**src/rtl/ssp_pkg.sv**
```systemverilog
package ssp_pkg;

    typedef enum logic [1:0] {
        ADDR_RXHOLD = 2'd0,
        ADDR_TXBUF  = 2'd1,
        ADDR_STATUS = 2'd2,
        ADDR_SPARE  = 2'd3
    } ssp_addr_e;

    localparam int ST_RX_FULL  = 0;
    localparam int ST_TX_EMPTY = 1;
    localparam int ST_TX_UDR   = 2;
    localparam int ST_RX_OVR   = 3;
    localparam int ST_BITS     = 4;

endpackage

```
**src/rtl/ssp_sync_edge.sv**
```systemverilog
module ssp_sync_edge #(
    parameter int STAGES = 2
) (
    input  logic clk,
    input  logic rst_n,
    input  logic sclk_i,
    input  logic sd_i,
    output logic rise_o,
    output logic sd_o
);
    typedef struct packed {
        logic [STAGES-1:0] clk_s;
        logic [STAGES-1:0] dat_s;
        logic              prev;
    } sync_t;

    sync_t st_d, st_q;

    always_comb begin
        st_d       = st_q;
        st_d.clk_s = {st_q.clk_s[STAGES-2:0], sclk_i};
        st_d.dat_s = {st_q.dat_s[STAGES-2:0], sd_i};
        st_d.prev  = st_q.clk_s[STAGES-1];
    end

    always_ff @(posedge clk or negedge rst_n) begin
        if (!rst_n) st_q <= '0;
        else        st_q <= st_d;
    end

    assign rise_o = st_q.clk_s[STAGES-1] & ~st_q.prev;
    assign sd_o   = st_q.dat_s[STAGES-1];
endmodule

```
**src/rtl/ssp_rx.sv**
```systemverilog
module ssp_rx #(
    parameter int WORD_W = 16
) (
    input  logic              clk,
    input  logic              rst_n,
    input  logic              bit_en_i,
    input  logic              bit_i,
    input  logic              rd_hold_i,
    input  logic              clr_ovr_i,
    output logic [WORD_W-1:0] hold_o,
    output logic              full_o,
    output logic              ovr_o,
    output logic              done_o
);
    localparam int CW = $clog2(WORD_W);
    localparam logic [CW-1:0] LAST = CW'(WORD_W - 1);

    typedef struct packed {
        logic [WORD_W-1:0] shreg;
        logic [CW-1:0]     cnt;
        logic [WORD_W-1:0] hold;
        logic              full;
        logic              ovr;
    } rx_t;

    rx_t st_d, st_q;
    logic [WORD_W-1:0] shifted;
    logic done;

    always_comb begin
        st_d    = st_q;
        shifted = {st_q.shreg[WORD_W-2:0], bit_i};
        done    = bit_en_i && (st_q.cnt == LAST);
        if (bit_en_i) begin
            st_d.shreg = shifted;
            st_d.cnt   = done ? '0 : st_q.cnt + 1'b1;
        end
        if (clr_ovr_i) st_d.ovr = 1'b0;
        if (done) begin
            st_d.hold = shifted;
            st_d.full = 1'b1;
            if (st_q.full && !rd_hold_i) st_d.ovr = 1'b1;
        end else if (rd_hold_i) begin
            st_d.full = 1'b0;
        end
    end

    always_ff @(posedge clk or negedge rst_n) begin
        if (!rst_n) st_q <= '0;
        else        st_q <= st_d;
    end

    assign hold_o = st_q.hold;
    assign full_o = st_q.full;
    assign ovr_o  = st_q.ovr;
    assign done_o = done;
endmodule

```
**src/rtl/ssp_tx.sv**
```systemverilog
module ssp_tx #(
    parameter int WORD_W = 16
) (
    input  logic              clk,
    input  logic              rst_n,
    input  logic              bit_en_i,
    input  logic              wr_i,
    input  logic [WORD_W-1:0] wdata_i,
    input  logic              clr_udr_i,
    output logic              sd_o,
    output logic              empty_o,
    output logic              udr_o,
    output logic              load_o,
    output logic              active_o
);
    localparam int CW = $clog2(WORD_W);
    localparam logic [CW-1:0] LAST = CW'(WORD_W - 1);

    typedef struct packed {
        logic [WORD_W-1:0] buffer;
        logic [WORD_W-1:0] sh;
        logic [CW-1:0]     cnt;
        logic              active;
        logic              empty;
        logic              udr;
    } tx_t;

    tx_t  st_d, st_q;
    logic last, load, set_udr;

    always_comb begin
        st_d    = st_q;
        last    = st_q.active && (st_q.cnt == LAST);
        load    = bit_en_i && !st_q.empty && (!st_q.active || last);
        set_udr = 1'b0;
        if (load) begin
            st_d.sh     = st_q.buffer;
            st_d.cnt    = '0;
            st_d.active = 1'b1;
            st_d.empty  = 1'b1;
        end else if (bit_en_i && last) begin
            st_d.active = 1'b0;
            set_udr     = 1'b1;
        end else if (bit_en_i && st_q.active) begin
            st_d.sh  = {st_q.sh[WORD_W-2:0], 1'b0};
            st_d.cnt = st_q.cnt + 1'b1;
        end
        if (wr_i) begin
            st_d.buffer = wdata_i;
            st_d.empty  = 1'b0;
        end
        if (clr_udr_i) st_d.udr = 1'b0;
        if (set_udr)   st_d.udr = 1'b1;
    end

    always_ff @(posedge clk or negedge rst_n) begin
        if (!rst_n) begin
            st_q       <= '0;
            st_q.empty <= 1'b1;
        end else begin
            st_q <= st_d;
        end
    end

    assign sd_o     = st_q.sh[WORD_W-1];
    assign empty_o  = st_q.empty;
    assign udr_o    = st_q.udr;
    assign load_o   = load;
    assign active_o = st_q.active;
endmodule

```
**src/rtl/sync_serial_port.sv**
```systemverilog
module sync_serial_port
    import ssp_pkg::*;
#(
    parameter int WORD_W      = 16,
    parameter int SYNC_STAGES = 2
) (
    input  logic              clk,
    input  logic              rst_n,
    input  logic              rx_sclk_i,
    input  logic              rx_sd_i,
    input  logic              tx_sclk_i,
    output logic              tx_sd_o,
    output logic              tx_empty_o,
    output logic              rx_full_o,
    input  logic [1:0]        reg_addr_i,
    input  logic              reg_wr_i,
    input  logic              reg_rd_i,
    input  logic [WORD_W-1:0] reg_wdata_i,
    output logic [WORD_W-1:0] reg_rdata_o
);
    localparam int PAD_W = WORD_W - ST_BITS;

    logic rx_bit_en, rx_bit, tx_bit_en, tx_unused_sd;
    logic rx_done, rx_ovr, rx_rd, clr_ovr;
    logic tx_wr, tx_load, tx_udr, tx_active, clr_udr;
    logic [WORD_W-1:0] rx_hold;
    logic [ST_BITS-1:0] status;

    ssp_sync_edge #(.STAGES(SYNC_STAGES)) u_rx_sync (
        .clk(clk), .rst_n(rst_n), .sclk_i(rx_sclk_i), .sd_i(rx_sd_i),
        .rise_o(rx_bit_en), .sd_o(rx_bit)
    );

    ssp_sync_edge #(.STAGES(SYNC_STAGES)) u_tx_sync (
        .clk(clk), .rst_n(rst_n), .sclk_i(tx_sclk_i), .sd_i(1'b0),
        .rise_o(tx_bit_en), .sd_o(tx_unused_sd)
    );

    assign rx_rd   = reg_rd_i && (ssp_addr_e'(reg_addr_i) == ADDR_RXHOLD);
    assign tx_wr   = reg_wr_i && (ssp_addr_e'(reg_addr_i) == ADDR_TXBUF);
    assign clr_ovr = reg_wr_i && (ssp_addr_e'(reg_addr_i) == ADDR_STATUS) && reg_wdata_i[ST_RX_OVR];
    assign clr_udr = reg_wr_i && (ssp_addr_e'(reg_addr_i) == ADDR_STATUS) && reg_wdata_i[ST_TX_UDR];

    ssp_rx #(.WORD_W(WORD_W)) u_rx (
        .clk(clk), .rst_n(rst_n), .bit_en_i(rx_bit_en), .bit_i(rx_bit),
        .rd_hold_i(rx_rd), .clr_ovr_i(clr_ovr),
        .hold_o(rx_hold), .full_o(rx_full_o), .ovr_o(rx_ovr), .done_o(rx_done)
    );

    ssp_tx #(.WORD_W(WORD_W)) u_tx (
        .clk(clk), .rst_n(rst_n), .bit_en_i(tx_bit_en), .wr_i(tx_wr),
        .wdata_i(reg_wdata_i), .clr_udr_i(clr_udr),
        .sd_o(tx_sd_o), .empty_o(tx_empty_o), .udr_o(tx_udr),
        .load_o(tx_load), .active_o(tx_active)
    );

    always_comb begin
        status              = '0;
        status[ST_RX_FULL]  = rx_full_o;
        status[ST_TX_EMPTY] = tx_empty_o;
        status[ST_TX_UDR]   = tx_udr;
        status[ST_RX_OVR]   = rx_ovr;
        case (ssp_addr_e'(reg_addr_i))
            ADDR_RXHOLD: reg_rdata_o = rx_hold;
            ADDR_STATUS: reg_rdata_o = {{PAD_W{1'b0}}, status};
            default:     reg_rdata_o = '0;
        endcase
    end
endmodule

```
**config.mk**
```make
export PLATFORM = sky130hd
export DESIGN_NAME = sync_serial_port
export DESIGN_NICKNAME = d
export VERILOG_FILES = /design/src/rtl/ssp_pkg.sv /design/src/rtl/ssp_sync_edge.sv /design/src/rtl/ssp_rx.sv /design/src/rtl/ssp_tx.sv /design/src/rtl/sync_serial_port.sv
export SDC_FILE = /design/constraint.sdc
export NUM_CORES = 1
export LEC_CHECK = 0
export BUFFER_PORTS_ARGS = -buffer_cell sky130_fd_sc_hd__buf_2
export CAP_MARGIN = 40
export CORE_AREA = 2 2 86 88
export DETAILED_ROUTE_END_ITERATION = 12
export DIE_AREA = 0 0 88 90
export PLACE_DENSITY = 0.81
export SLEW_MARGIN = 30
export SYNTH_ARGS = -nofsm -noshare
export SYNTH_HDL_FRONTEND = slang
export SYNTH_SLANG_ARGS = --single-unit
export TNS_END_PERCENT = 50
```
**constraint.sdc**
```tcl
create_clock -name clk -period 1.6 [get_ports clk]
set_input_delay 0.32 -clock clk [delete_from_list [all_inputs] [get_ports clk]]
set_output_delay 0.32 -clock clk [all_outputs]
set_load 0.1 [all_outputs]
```
==> run summary <==
status: finished with violations
failing checks: setup timing
layout overhead on the synthesized area: 26.8%
CTS tree: built
I/O Buffers: 43
fin util: 63.1%
Warnings, synthesis: 0
ant diodes: 0
Die X: 88 microns
largest net degree at the start of global routing: 50
Seq cells post-synth: 84
CP max stage delay: 0.64 ns
post-route ant nets: 0
Peak VDD IR: 1.02 mV
Worst EP required: 1.28 ns
Starting DRT DRC Count: 65
Layout Nets: 330
Die Footprint: 7920 sq um
via count: 2143
Root Driver: clkbuf_8
skew final: 0.00793 ns
Hold/Removal Path Class: input pin to flop
Tcrit/Tclk final: 105%
DR top layer: met4
layout cells sized above 1: 31.8%
critical-path cell list: mux2i_4 -> nor2_4 -> buf_12
Clk pin slew, worst setup/hold paths: 0.10 ns
RD Place Congestion: 0.738
# H-tree levels: 3
Synth cell types: 37
Wirelength per Cell: 15.9 microns
Tot GR Track Use: 18.6%
relative slew slack: 66.4%
# placed instances: 389
wire length on met1: 2740 microns
CP max stage cell: dfstp_4
number of failing hold endpoints at the final stage: 0
count of final setup violators: 3
worst skew pair latency: 0.37 ns
Total Wirelength: 6460 microns
commonest non-fill, non-tap cell in the layout: dfrtp_1
most frequent cells in the layout: dfrtp_1, mux2_1, buf_2
synthesized instance count: 249
vias in the first global route: 2280
Via density: 5.27
Avg Cell Area, Syn: 14.0 sq um
Final Max Slew Viols: 0
Critical Path AT: 1.36 ns
DRC: 0
Cell Pwr Density: 1480 nW/um^2
Core ar.: 7020 sq um
RSZ-0062 raised after global routing: yes
Final WS setup: -0.0753 ns
design area: 4430 sq um
Initial DRT Pass Iterations: 4
Initial Util: 49.8%
mapped cell area: 3490 sq um
Max Cap Viol: 0
Worst setup SP type: flop
IO Pins: 44
number of CTS-inserted buffers: 9
clk sinks: 84
CP Max Fanout: 2
Routed met3 length: 382 microns
first-pass GRT wire length: 11200 microns
met2 wire len: 3270 microns
async set-reset flop share out of synthesis: 100%
antenna violations before repair: 0
Core Rows: 31
WS Path Type: flop to primary output
min Tclk post-route: 1.68 ns
Post-synth EDFFs: 0
achievable frequency: 0.597 GHz
sequential fraction of the synthesis area: 60.2%
global route overflow: 0
Non-Filler Instances: 407
Worst-Margin Slew: 0.508 ns
critical path endpoint category: primary output
Leak: 1.97 nW
main flop type after synthesis: dfrtp_1
die height: 90 microns
HPWL Detailed: 4390 microns
maximum clock path buffer count: 2
placed instance area: 4210 sq um
Mapped Nets: 276
-- cell usage after synthesis, types with 2 or more instances --
library cell | instances | share of area [%]
a21oi_1 | 4 | 0.57
nand2_1 | 4 | 0.43
mux2_1 | 48 | 15
buf_2 | 11 | 1.6
o21ai_1 | 6 | 0.86
nand2b_1 | 3 | 0.54
o22ai_1 | 2 | 0.36
nand4b_1 | 2 | 0.50
a32o_1 | 2 | 0.57
inv_1 | 6 | 0.64
nand3_1 | 3 | 0.43
and2_1 | 12 | 2.1
o221a_1 | 15 | 4.8
nor2b_1 | 2 | 0.36
nand3b_1 | 15 | 3.2
dfrtp_1 | 83 | 59
and3b_1 | 2 | 0.50
mux2i_1 | 5 | 1.4
ha_1 | 2 | 0.72
nor2_1 | 5 | 0.54
-- routing by layer --
layer | up-vias | global-route usage (%)
li1 | 1015 | -
met1 | 1072 | 23.4
met2 | 50 | 29.8
met3 | 6 | 7.99
met4 | 0 | 4.23
met5 | - | 0
-- sequential cells by signal, indices dropped and copies added (netlist names), 2 cells and up --
| register | flops |
|---|---|
| u_rx.hold_o | 16 |
| u_rx.shifted | 15 |
| u_rx.st_q | 4 |
| u_rx_sync.st_d | 3 |
| u_tx.st_q | 35 |
| u_tx_sync.st_d | 2 |
-- per-stage QoR --
stage	TNS, ns	worst slack, ns	hold WS [ns]	total power [mW]
2_1_floorplan	-1.39	-0.159	0.0244	4.48
3_5_place_dp	0	0.0359	0.140	5.10
6_report	-0.144	-0.0753	0.0511	6.56
3_3_place_gp	0	0.107	0.138	4.98
4_1_cts	-0.206	-0.0989	0.0324	6.60
5_1_grt	-0.639	-0.128	0.0234	6.95
-- area by class of cell --
| class | count | area [sq um] |
|---|---|---|
| fill | 525 | 2590 |
| sequential | 84 | 2110 |
| multi-input combinational | 145 | 1370 |
| timing repair buffer | 57 | 618 |
| clock buffer | 9 | 124 |
| tap | 99 | 124 |
| clock inverter | 7 | 67.6 |
| inverter | 6 | 22.5 |
-- final timing paths --
check	slack, ns	startpoint	cells past startpoint	to
worst min register to register	0.36	u_tx_sync.st_d[4]	0	u_tx_sync.st_d[0]
worst max register to register	0	u_tx.empty_o	5	u_tx.st_q[9]
max in group asynchronous	0.84	rst_n	3	u_rx.full_o
worst max-delay path	-0.08	u_tx.empty_o	3	reg_rdata_o[1]
worst min-delay path	0.05	rx_sd_i	1	u_rx_sync.st_d[2]
min in group asynchronous	0.30	rst_n	2	u_tx.st_q[33]
-- where the power goes --
part	internal [mW]	total [mW]	leakage [nW]	switching, mW
clock	0.609	1.47	0.0962	0.858
combinational	0.884	1.91	0.864	1.02
sequential	2.75	3.18	1.01	0.431
-- cells by family (layout without fill, tap and decap cells) --
family,Yosys count,after routing,synth area share [%]
flip-flops,84,84,60.2
AND/OR/NAND/NOR,55,55,10.6
multiplexers,53,53,16.9
AO/OA/AOI/OAI,34,34,8.45
buffers and inverters,20,79,2.86
adder cells (fa/ha/maj),2,2,0.716
XOR/XNOR,1,1,0.251
-- worst max-delay path, delay by kind of cell, from the launching register on --
kind	cells	cell delay (ns)
simple gates	1	0.10
flops	1	0.64
buf+inv	1	0.18
mux	1	0.07
-- repair_timing --
| action | in CTS | in global routing |
|---|---|---|
| gates resized for setup | 2 | 2 |
| pin swaps | 1 | 0 |
| hold endpoints to repair | 83 | 0 |
| buffers inserted | 1 | 0 |
| setup endpoints to repair | 2 | 18 |
| hold buffers | 1 | 0 |
No activity file was read; power rests on OpenSTA's default activity.
